<file path="config.mk">
export PLATFORM = sky130hd
export DESIGN_NAME = gcc_hub
export DESIGN_NICKNAME = d
export VERILOG_FILES = /design/src/rtl/gcc_pkg.sv /design/src/rtl/gcc_counter.sv /design/src/rtl/gcc_core_port.sv /design/src/rtl/gcc_hub.sv
export SDC_FILE = /design/constraint.sdc
export NUM_CORES = 1
export LEC_CHECK = 0
export BUFFER_PORTS_ARGS = -buffer_cell sky130_fd_sc_hd__clkbuf_2
export CORE_UTILIZATION = 55
export DETAILED_ROUTE_END_ITERATION = 8
export PLACE_DENSITY = 0.76
export SYNTH_ARGS = -nofsm -noshare
export SYNTH_HDL_FRONTEND = slang
export SYNTH_SLANG_ARGS = --single-unit
export TNS_END_PERCENT = 1
</file>
<file path="constraint.sdc">
create_clock -name clk -period 2.6 [get_ports clk]
set_input_delay 0.52 -clock clk [delete_from_list [all_inputs] [get_ports clk]]
set_output_delay 0.52 -clock clk [all_outputs]
set_load 0.01 [all_outputs]
</file>
<file path="src/rtl/gcc_pkg.sv">
package gcc_pkg;
  localparam int unsigned GCC_CMD_W = 8;
  localparam logic [GCC_CMD_W-1:0] GCC_OP_RD_LO = 8'h42;
  localparam logic [GCC_CMD_W-1:0] GCC_OP_RD_HI = 8'h43;

  typedef enum logic [1:0] {
    SEL_NONE = 2'd0,
    SEL_LO   = 2'd1,
    SEL_HI   = 2'd2
  } gcc_sel_e;

  function automatic gcc_sel_e gcc_decode(input logic [GCC_CMD_W-1:0] code);
    case (code)
      GCC_OP_RD_LO: return SEL_LO;
      GCC_OP_RD_HI: return SEL_HI;
      default:      return SEL_NONE;
    endcase
  endfunction
endpackage

</file>
<file path="src/rtl/gcc_counter.sv">
module gcc_counter #(
  parameter int unsigned CNT_W    = 64,
  parameter bit          HAS_GCNT = 1'b1
) (
  input  logic             clk,
  input  logic             rst,
  output logic [CNT_W-1:0] cnt_q
);
  generate
    if (HAS_GCNT) begin : g_cnt
      logic [CNT_W-1:0] cnt_r;
      always_ff @(posedge clk) begin
        if (rst) cnt_r <= '0;
        else     cnt_r <= cnt_r + {{(CNT_W-1){1'b0}}, 1'b1};
      end
      assign cnt_q = cnt_r;
    end else begin : g_none
      assign cnt_q = '0;
    end
  endgenerate
endmodule

</file>
<file path="src/rtl/gcc_core_port.sv">
module gcc_core_port
  import gcc_pkg::*;
#(
  parameter int unsigned WORD_W = 32,
  localparam int unsigned CNT_W = 2 * WORD_W
) (
  input  logic                 clk,
  input  logic                 rst,
  input  logic                 wr,
  input  logic [GCC_CMD_W-1:0] code,
  input  logic [CNT_W-1:0]     cnt,
  output logic [WORD_W-1:0]    rd_q
);
  gcc_sel_e         sel;
  logic [WORD_W-1:0] word_d;

  always_comb begin
    sel = gcc_decode(code);
    case (sel)
      SEL_LO:  word_d = cnt[WORD_W-1:0];
      SEL_HI:  word_d = cnt[CNT_W-1:WORD_W];
      default: word_d = '0;
    endcase
  end

  always_ff @(posedge clk) begin
    if (rst)     rd_q <= '0;
    else if (wr) rd_q <= word_d;
  end
endmodule

</file>
<file path="src/rtl/gcc_hub.sv">
module gcc_hub
  import gcc_pkg::*;
#(
  parameter int unsigned NUM_CORES = 4,
  parameter int unsigned WORD_W    = 32,
  parameter bit          HAS_GCNT  = 1'b1
) (
  input  logic                          clk,
  input  logic                          rst,
  input  logic [NUM_CORES-1:0]          cmd_wr,
  input  logic [NUM_CORES*GCC_CMD_W-1:0] cmd_code,
  output logic [NUM_CORES*WORD_W-1:0]   rdback,
  output logic [WORD_W-1:0]             build_cfg
);
  localparam int unsigned CNT_W = 2 * WORD_W;

  logic [CNT_W-1:0] cnt_q;

  gcc_counter #(.CNT_W(CNT_W), .HAS_GCNT(HAS_GCNT)) u_cnt (
    .clk(clk), .rst(rst), .cnt_q(cnt_q)
  );

  generate
    for (genvar i = 0; i < NUM_CORES; i++) begin : g_core
      gcc_core_port #(.WORD_W(WORD_W)) u_port (
        .clk (clk),
        .rst (rst),
        .wr  (cmd_wr[i]),
        .code(cmd_code[i*GCC_CMD_W +: GCC_CMD_W]),
        .cnt (cnt_q),
        .rd_q(rdback[i*WORD_W +: WORD_W])
      );
    end
  endgenerate

  assign build_cfg = {{(WORD_W-1){1'b0}}, HAS_GCNT};
endmodule

</file>
# After elaboration in Yosys (flattened, before gate mapping)
# Cells that the tools add are included.
word_totals:
  ff_bits: 192
  inputBits: 38
  out_inout_bits: 160
  elab_cells: 30
op_classes:
  add_sub_neg: 1
  n_eq_ne: 16
  muxes: 8
op_table:
  columns: ["op", "count"]
  rows:
  - ["$pmux W32 S2", 4]
  - ["$add A64 B1 Y64 const B", 1]
  - ["$eq A8 B7 Y1 const B", 8]
  - ["$pmux W2 S2", 4]
  - ["$eq A2 B1 Y1 const B", 4]
  - ["$eq A2 B2 Y1 const B", 4]

# Depth between registers and ports, before layout
depth:
  word_depth: 4
  ltp_mapped: 10
  ltp_nobuf: 9

# Modules after synthesis
# Synthesis repeated with hierarchy kept, for this count alone.
unflattened:
  cells_unflattened: 853
  hier_area_um2: 8508.2
by_module_without_submodules:
  columns: ["module", "n_inst", "cells_per_inst", "area_each_um2", "seq_area_each_um2"]
  rows:
  - ["gcc_core_port", 4, 119, 1332.5, 640.6]
  - ["gcc_counter", 1, 343, 2930.3, 1281.2]
  - ["gcc_hub", 1, 34, 247.7, 0.0]

# Least setup slack after synthesis
# Ideal clock, no wire load.
synth_path:
  path_type: "reg-to-reg"
  from: "reg u_cnt.g_cnt.cnt_r[1] (netlist: u_cnt.cnt_q[1])"
  to: "reg u_cnt.g_cnt.cnt_r[46] (netlist: u_cnt.cnt_q[46])"
  setup_time_ps: 70
  arrival_time_ps: 2097
  required_ps: 2530
  setup_slack_ps: 433
  stages_incl_launch_ff: 8
  path_buffers: 1
  synth_period_minus_slack_ps: 2167
  path_cell_list: "dfxtp_1 ha_1 nand4_1 nor4_4 nand3_2 buf_2 or3_1 a21oi_1"
synth_between:
  elab_chain_len: 1
synth_rtl:
  columns: ["element", "line_no", "rtl"]
  rows:
  - ["from (decl)", "gcc_counter.sv:11", "logic [CNT_W-1:0] cnt_r;"]
  - ["from (signal assigned)", "gcc_counter.sv:14", "else cnt_r <= cnt_r + {{(CNT_W-1){1'b0}}, 1'b1};"]
  - ["$add A64 B1 Y64", "gcc_counter.sv:14", null]
# No other way between the ends.
# A chain may end at the register's enable or synchronous reset.

# Final worst setup path
layout_path:
  from: "reg u_cnt.g_cnt.cnt_r[3] (netlist: u_cnt.cnt_q[3])"
  to: "reg u_cnt.g_cnt.cnt_r[38] (netlist: u_cnt.cnt_q[38])"
# The elaborated chain is that of the path after synthesis.

==> metrics.txt <==
CTS buffer count 17; Fin. Hold Viols 0; Post-Layout Cell Count 1,536; HP Class primary input to flop; RSZ-0062 raised after global routing false; Critical Path Start u_cnt.cnt_q[3]; Clock Skews 0.005008 ns; Final Power around 5.8 mW; sequential cell area fraction in the yosys report 40.13%; drt wl/cell approximately 18 um; Internal 4.503 mW; die area 17,950 um^2; cell count after synthesis 1,187; Fmax achieved 418.0 MHz; # rows 47; Worst R2R Start u_cnt.cnt_q[3]; DIE HEIGHT 134.0 um; Unique masters post-synth 37; Starting Density a little under three fifths; postcts setup bufs 0; Crit Path Max Fanout 15; peak supply drop between 0.0004 and 0.0005 V; vias in the first global route approximately 8,100; layout cell share with drive strength beyond 1 between 20% and 30%; post-synth design cell area approximately 9600 um^2; most frequent cells in the layout dfxtp_1 (192), nor2_1 (184), clkbuf_2 (164); Yosys reg bits between 150 and 200; Resized Gates After CTS 0; complex-gate fraction of the synthesized area 20.98%; core area ~17,000 um^2; Max Cap Violations 0; max-slew violations 0; main combinational cell family by area after synthesis simple AND/OR/NAND/NOR gates; Post-synth EDFFs 0; post-route ant nets 0; leakage between 4 and 5 nW; die width approximately 130 um; clock buffer depth 2; drc violations 0; pwr/cell area slightly above 500 nW/um^2; Synth warnings 0; root buf cell clkbuf_16; 1st-iter DRT viols 800; Worst Setup EP u_cnt.cnt_q[38]; Avg Cell Area, Syn between 8 and 9 um^2; Sw Share ~22%; Port-buffer cells around 170; Fin Hold WS 0.4762 ns; Worst-path clk slew roughly 0.060 ns; Post-synth top flop dfxtp_1; NumNets Final 1,351; worst r2r path cells 6; crit path DAT roughly 2.8 ns; crit end category flop; Synth Area in Simple Gates between 20% and 30%; CP required about 3.0 ns; num ports 198; GRT Overall Usage 30.47%; Reg power frac 51.2%; XOR/XNOR Fraction of Synth Area 3.201%; r2r setup slk a little over 0.2 ns; final wirelength approximately 27 mm; Placed Cells about 1,500; post-layout min period 2.392 ns; n_diodes 0; Tcrit/Tclk final between 90 and 100%; Via Count 9,037; TritonRoute pass-1 iters 6; # hold bufs at CTS 0; layout overhead on the synthesized area 16.21%; CTS sink count 192; status completed; CTS tree built; dpl hpwl between 15 and 20 mm; first-pass GRT wire length about 43 mm; Final Core Density about two thirds; setup TNS 0 ns; Adder-Cell Fraction of Synth Area under 10%; clock share of power ~46%; worst-skew pair later-pin latency 0.43 ns; Net Switching about 1.3 mW; vias per inst just under 6; antenna violations before repair 0; kind of critical path flop to flop; post-synthesis mux area share 0.2351%; grt ovf 0; Final setup viols 0; commonest non-fill, non-tap cell in the layout dfxtp_1; H-tree depth 4; pin count of the biggest net entering global routing 55; Synth async-reset ratio 0%; gpl congestion 0.8834; Gate power share around 3.2%; crit start category flop; R2R Path End u_cnt.cnt_q[38]
[cell families (layout without fill, tap and decap cells)]
family,Yosys count,in the layout
other,2,32
XOR/XNOR,35,35
multiplexers,2,2
AO/OA/AOI/OAI,304,304
flip-flops,192,192
adder cells (fa/ha/maj),9,9
AND/OR/NAND/NOR,468,468
buffers and inverters,175,274
[worst min path at each step]
| stage | slack [ns] | startpoint | end | depth (start not counted) |
|---|---|---|---|---|
| floorplan | 0.49 | u_cnt.cnt_q[63] | u_cnt.cnt_q[63] | 2 |
| global placement | 0.54 | u_cnt.cnt_q[63] | u_cnt.cnt_q[63] | 2 |
| detailed placement | 0.57 | u_cnt.cnt_q[46] | u_cnt.cnt_q[46] | 2 |
| CTS | 0.47 | cmd_wr[3] | g_core[3].u_port.rd_q[0] | 4 |
| global route | 0.52 | rst | g_core[3].u_port.rd_q[19] | 2 |
| finish | 0.48 | cmd_wr[3] | g_core[3].u_port.rd_q[0] | 4 |
[critical path: stages, from the launching register on]
cell and delay (ns):
dfxtp_1 0.57, nand4_1 0.31, buf_4 0.24, nor4_4 0.25
nand3_2 0.31, or4_1 0.48, a21oi_1 0.15
[power groups by stage]
stage | registers (mW) | clock network (mW) | logic [mW]
floorplan | 3.01 | 0 | 0.140
global placement | 3.01 | 0 | 0.182
detailed placement | 3.01 | 0 | 0.183
CTS | 2.95 | 2.65 | 0.183
global route | 2.95 | 2.78 | 0.202
finish | 2.95 | 2.62 | 0.186
[stage by stage]
step / setup WS (ns) / instance area [um^2]
CTS: 0.2565 / 11130
global placement: 0.3029 / 10540
global route: 0.01779 / 11130
finish: 0.2078 / 11130
detailed placement: 0.2537 / 10540
floorplan: 0.4329 / 9691
[synth_stat cells, drive strengths merged (21+ instances only)]
library cell / count / area share [%]
dfxtp: 192 / 40
xor2: 21 / 1.9
or3: 23 / 1.5
o21ai: 21 / 1.1
nor2b: 135 / 8.8
nand2: 26 / 1.0
buf: 62 / 4.0
nand3: 31 / 1.7
a21oi: 152 / 7.9
clkbuf: 91 / 3.6
inv: 22 / 0.86
a22o: 128 / 12
nand4: 28 / 2.1
nor2: 184 / 7.2
[routing by layer]
| layer | track usage (%) | part of all wire (%) | vias up |
|---|---|---|---|
| met5 | 0 | 0 | - |
| li1 | - | - | 4260 |
| met3 | 5.026 | 9.2 | 49 |
| met4 | 10.16 | 2.1 | 0 |
| met1 | 44.24 | 45 | 4248 |
| met2 | 45.62 | 43 | 480 |
[state kept, by name, indices dropped and copies added, names as in the netlist]
signal              cells
g_core.u_port.rd_q    128
u_cnt.cnt_q            64
[area by class of cell]
class	instances	area, um^2
Multi-Input combinational cell	850	5039
Fill cell	1485	5688
Inverter	22	82.58
Timing Repair Buffer	221	1299
Clock buffer	22	484.2
Sequential cell	192	3844
Clock inverter	9	107.6
Tap cell	220	275.3
Power figures use the tool's default switching activity.
